$ cat src/rtl/cmp_dg_pkg.sv
package cmp_dg_pkg;

  typedef enum logic [1:0] {
    DG_OFF  = 2'b00,
    DG_FAST = 2'b01,
    DG_MID  = 2'b10,
    DG_SLOW = 2'b11
  } dg_code_e;

  typedef struct packed {
    logic     latch_en;
    dg_code_e code;
    logic     pol;
    logic     ref_lo;
  } cmp_ctl_t;

  localparam cmp_ctl_t CTL_RESET = '{latch_en: 1'b0, code: DG_MID, pol: 1'b0, ref_lo: 1'b0};

endpackage

$ cat src/rtl/cmp_ctl_reg.sv
module cmp_ctl_reg
  import cmp_dg_pkg::*;
(
  input  logic       clk,
  input  logic       rst,
  input  logic       wr,
  input  logic [4:0] wdata,
  output cmp_ctl_t   ctl,
  output logic       restart,
  output logic       latch_clr
);

  cmp_ctl_t wd;

  always_comb begin
    wd        = cmp_ctl_t'(wdata);
    restart   = wr && (wd != ctl);
    latch_clr = wr && !wd.latch_en;
  end

  always_ff @(posedge clk) begin
    if (rst)     ctl <= CTL_RESET;
    else if (wr) ctl <= wd;
  end

endmodule

$ cat src/rtl/cmp_dg_timer.sv
module cmp_dg_timer
  import cmp_dg_pkg::*;
#(
  parameter int unsigned DEG_1US = 100,
  parameter int unsigned DEG_2MS = 200_000,
  parameter int unsigned DEG_5S  = 500_000_000
) (
  input  logic     clk,
  input  logic     rst,
  input  cmp_ctl_t ctl,
  input  logic     restart,
  input  logic     above,
  output logic     out_lvl,
  output logic     fire
);

  localparam int unsigned CNT_W = $clog2(DEG_5S + 1);
  localparam logic [CNT_W-1:0] LAST_FAST = CNT_W'(DEG_1US - 1);
  localparam logic [CNT_W-1:0] LAST_MID  = CNT_W'(DEG_2MS - 1);
  localparam logic [CNT_W-1:0] LAST_SLOW = CNT_W'(DEG_5S - 1);

  logic [CNT_W-1:0] cnt;
  logic [CNT_W-1:0] last;
  logic             low_cond;
  logic             at_end;

  always_comb begin
    unique case (ctl.code)
      DG_FAST: last = LAST_FAST;
      DG_MID:  last = LAST_MID;
      DG_SLOW: last = LAST_SLOW;
      default: last = '0;
    endcase
    low_cond = (ctl.code != DG_OFF) && (ctl.pol ? !above : above);
    at_end   = (cnt == last);
    fire     = !restart && low_cond && out_lvl && at_end;
  end

  always_ff @(posedge clk) begin
    if (rst) begin
      cnt     <= '0;
      out_lvl <= 1'b1;
    end else if (restart) begin
      cnt <= '0;
    end else if (!low_cond) begin
      cnt     <= '0;
      out_lvl <= 1'b1;
    end else if (out_lvl) begin
      if (at_end) begin
        cnt     <= '0;
        out_lvl <= 1'b0;
      end else begin
        cnt <= cnt + 1'b1;
      end
    end else begin
      cnt <= '0;
    end
  end

endmodule

$ cat src/rtl/cmp_latchoff.sv
module cmp_latchoff
  import cmp_dg_pkg::*;
(
  input  logic     clk,
  input  logic     rst,
  input  cmp_ctl_t ctl,
  input  logic     fire,
  input  logic     clr,
  output logic     req
);

  logic long_code;

  always_comb long_code = (ctl.code == DG_MID) || (ctl.code == DG_SLOW);

  always_ff @(posedge clk) begin
    if (rst || clr)                             req <= 1'b0;
    else if (fire && ctl.latch_en && long_code) req <= 1'b1;
  end

endmodule

$ cat src/rtl/cmp_deglitch_latch.sv
module cmp_deglitch_latch
  import cmp_dg_pkg::*;
#(
  parameter int unsigned DEG_1US = 100,
  parameter int unsigned DEG_2MS = 200_000,
  parameter int unsigned DEG_5S  = 500_000_000
) (
  input  logic       clk,
  input  logic       rst,
  input  logic       cmp_above,
  input  logic       ctl_wr,
  input  logic [4:0] ctl_wdata,
  output logic       cmp_out,
  output logic       ref_lo_sel,
  output logic       pwr_off_req
);

  cmp_ctl_t ctl_q;
  logic     restart;
  logic     latch_clr;
  logic     fire;

  cmp_ctl_reg i_ctl (
    .clk       (clk),
    .rst       (rst),
    .wr        (ctl_wr),
    .wdata     (ctl_wdata),
    .ctl       (ctl_q),
    .restart   (restart),
    .latch_clr (latch_clr)
  );

  cmp_dg_timer #(
    .DEG_1US (DEG_1US),
    .DEG_2MS (DEG_2MS),
    .DEG_5S  (DEG_5S)
  ) i_tmr (
    .clk     (clk),
    .rst     (rst),
    .ctl     (ctl_q),
    .restart (restart),
    .above   (cmp_above),
    .out_lvl (cmp_out),
    .fire    (fire)
  );

  cmp_latchoff i_lat (
    .clk  (clk),
    .rst  (rst),
    .ctl  (ctl_q),
    .fire (fire),
    .clr  (latch_clr),
    .req  (pwr_off_req)
  );

  always_comb ref_lo_sel = ctl_q.ref_lo;

endmodule

$ cat config.mk
export PLATFORM = sky130hd
export DESIGN_NAME = cmp_deglitch_latch
export DESIGN_NICKNAME = d
export VERILOG_FILES = /design/src/rtl/cmp_dg_pkg.sv /design/src/rtl/cmp_ctl_reg.sv /design/src/rtl/cmp_dg_timer.sv /design/src/rtl/cmp_latchoff.sv /design/src/rtl/cmp_deglitch_latch.sv
export SDC_FILE = /design/constraint.sdc
export NUM_CORES = 1
export LEC_CHECK = 0
export ABC_AREA = 1
export BUFFER_PORTS_ARGS = -buffer_cell sky130_fd_sc_hd__buf_2
export CAP_MARGIN = 40
export CORE_ASPECT_RATIO = 2
export CORE_UTILIZATION = 54
export DETAILED_ROUTE_END_ITERATION = 16
export PLACE_DENSITY_LB_ADDON = 0.3
export SLEW_MARGIN = 15
export SYNTH_ARGS = -nofsm -noshare
export SYNTH_HDL_FRONTEND = slang
export SYNTH_SLANG_ARGS = --single-unit
export TNS_END_PERCENT = 20
$ cat constraint.sdc
create_clock -name clk -period 1.5 [get_ports clk]
set_input_delay 0.3 -clock clk [delete_from_list [all_inputs] [get_ports clk]]
set_output_delay 0.3 -clock clk [all_outputs]
set_load 0.01 [all_outputs]
==> impl_metrics.py <==
metrics = {
    "global_routing": {
        "first_global_vias": 2532,
        "grt_overflow": 0,
        "grt_antenna_before_repair": 0,
        "grt_max_degree": 21,
        "met3_usage_pct": 8.80,
        "track_usage_pct": 34.4,
        "use_met2_pct": 58.5,
        "grt_pass1_wl_um": 10400,
        "grt.busiest_layer": "met2",
        "grtUsageMet1_pct": 28.3,
    },
    "synthesis": {
        "synthMostInstantiatedCell": "nand2_1",
        "synth_common_cells": "nand2_1 (89), nor2_1 (84), inv_1 (48)",
        "yosysWarnings": 0,
        "synth-seq-area-share_pct": 34.1,
        "yosysTopAreaCell": "dfxtp_1",
        "synth_edf_count": 0,
        "ys.flop_type": "dfxtp_1",
        "synthCells": 343,
        "yosysUniqueCellTypes": 20,
        "syn_area_um2": 2110,
        "ys_top_cells_by_area": "dfxtp_1 (34%), nand2_1 (16%), nor2_1 (15%)",
        "synthArstFlopShare_pct": 0,
        "synth.avg_cell_area_um2": 6.16,
        "ys_ff_latch": 36,
        "synth_fp_nets": 353,
        "yosysTopAreaCellShare_pct": 34.1,
    },
    "sta": {
        "period_needed_ns": 1.68,
        "hold_viol_final": 0,
        "worst_slack_ns": -0.177,
        "max_freq_ghz": 0.596,
        "worst-slew-pin-transition_ns": 0.341,
        "relSlewSlack_pct": 77.1,
        "skew_ns": 0.00738,
        "min_period_over_period_pct": 112,
        "setup_violations": 31,
        "drv_slew": 0,
        "rsz0062_at_grt": "yes",
    },
    "floorplan": {
        "dieArea_um2": 4180,
        "coreArea_um2": 3680,
        "start_util_pct": 57.4,
        "ios": 12,
        "die_w_um": 46.2,
        "die-height_um": 90.5,
        "rows": 31,
    },
    "cts": {
        "cts-htree-levels": 2,
        "clock_latency_ns": 0.29,
        "clock-sinks": 36,
        "numCtsBuffers": 5,
        "clockBufferDepth": 2,
        "clk_pin_slew_worst_paths_ns": 0.07,
        "cts_tree": "built",
        "postCtsHoldBufs": 0,
        "root_buffer": "clkbuf_8",
    },
    "power": {
        "powerDensity_nw_per_um2": 662,
        "vdd_drop_max_mv": 0.649,
        "p_leak_nw": 1.28,
    },
    "routing": {
        "wire_per_inst_um": 14.2,
        "viasPerCell": 5.18,
        "drtPass1Iterations": 5,
        "drc": 0,
        "vias": 2431,
        "antenna_left": 0,
        "totalWireLength_um": 6640,
        "drt_iter0_drc": 94,
    },
    "placed_design": {
        "place_area_um2": 2670,
        "port-buffer-count": 11,
        "place_congestion": 0.969,
        "dp_hpwl_um": 4860,
        "pre_cts_slack_ns": -0.185,
    },
    "setup_path": {
        "worstSetupPathType": "reg2reg",
        "crit_arrival_ns": 1.90,
        "crit_required_ns": 1.73,
        "cp_max_fo": 10,
        "cp-start-kind": "flop",
        "endpoint_kind": "flop",
    },
    "hold_path": {
        "hold_path.class": "in2reg",
    },
    "layout": {
        "syn_to_final_growth_pct": 36.9,
        "final_nets": 429,
        "fin_area_um2": 2890,
        "fillers": 263,
        "seqCellArea_um2": 738,
        "layout-drive-gt1-share_pct": 26.9,
        "antennaDiodeCount": 0,
        "final_core_util_pct": 78.5,
        "multi_input_area_um2": 1250,
    },
    "outcome": {
        "status": "finished with violations",
        "violations": "negative setup slack",
    },
    "run": {
        "timing.max_cap.violations": 0,
    },
}
-- where the power goes --
part / internal, mW / switching [mW]
sequential: 0.966 / 0.0155
combinational: 0.0900 / 0.125
clock: 0.367 / 0.353
-- kinds of logic after synthesis --
| group | count (synthesis) | synth area share, % |
|---|---|---|
| buffers and inverters | 55 | 10.5 |
| xor gates and xnor gates | 28 | 11.6 |
| DFF | 36 | 34.1 |
| AOI/OAI and AO/OA | 16 | 3.79 |
| adders and majority gates | 1 | 0.592 |
| and+or+nand+nor | 207 | 39.4 |
-- routing by layer --
metal	wire (µm)	up-vias
li1	-	1197
met1	2130	1090
met2	3630	94
met3	284	50
met4	594	0
met5	0	-
-- cells in the final DEF, fill, tap and decap left out, types with 3 or more instances in the layout --
cell type,instances
nand2_1,86
nor2_1,76
buf_4,58
inv_1,48
dfxtp_1,26
xor2_1,16
nand3_1,12
xnor2_1,12
buf_2,12
o21ai_0,9
nor3_1,8
nor2_2,8
dfxtp_2,8
nand4_1,7
clkbuf_8,6
a21oi_1,4
nand2_2,3
-- area by class of cell --
type | count | share of cell area, %
Clock buffer | 6 | 2.85
Inverter | 50 | 6.49
Multi-Input combinational cell | 252 | 43.2
Tap cell | 49 | 2.12
Clock inverter | 2 | 0.346
Timing Repair Buffer | 74 | 19.5
Sequential cell | 36 | 25.5
-- worst paths after layout --
kind | startpoint | end | slack (ns) | cells after the start
setup reg to reg | i_ctl.ctl[1] | i_tmr.cnt[22] | -0.18 | 7
hold / removal | ctl_wdata[2] | i_ctl.ctl[2] | 0.27 | 3
hold reg to reg | i_lat.req | i_lat.req | 0.45 | 2
setup / recovery | i_ctl.ctl[1] | i_tmr.cnt[22] | -0.18 | 7
-- worst max-delay path: stages (launching register included) --
cell and delay (ns):
dfxtp_1 0.45, nor2_1 0.10, nor3_1 0.34, nand2_1 0.16, a21oi_4 0.18, nand2_4 0.12
clkbuf_16 0.19, nor2_1 0.09
-- repair_timing --
action,in CTS,in global routing
setup buffers,1,1
pin swaps,1,1
gates cloned,1,1
gates resized for setup,19,11
endpoints found under the setup margin,31,31
-- flip-flops by register name, summed over array words and instances, names as in the netlist --
signal	count
i_ctl.ctl	5
i_lat.req	1
i_tmr.cnt	29
i_tmr.out_lvl	1
-- metrics by stage --
step	instances	hold slack, ns	power (mW)	setup TNS [ns]
floorplan	343	0.395	1.11	0
global placement	457	0.437	1.17	-3.50
detailed placement	457	0.444	1.18	-4.05
CTS	467	0.259	1.90	-2.05
global route	469	0.286	1.99	-10.32
finish	469	0.275	1.92	-4.62
(Power assumes the default switching activity.)
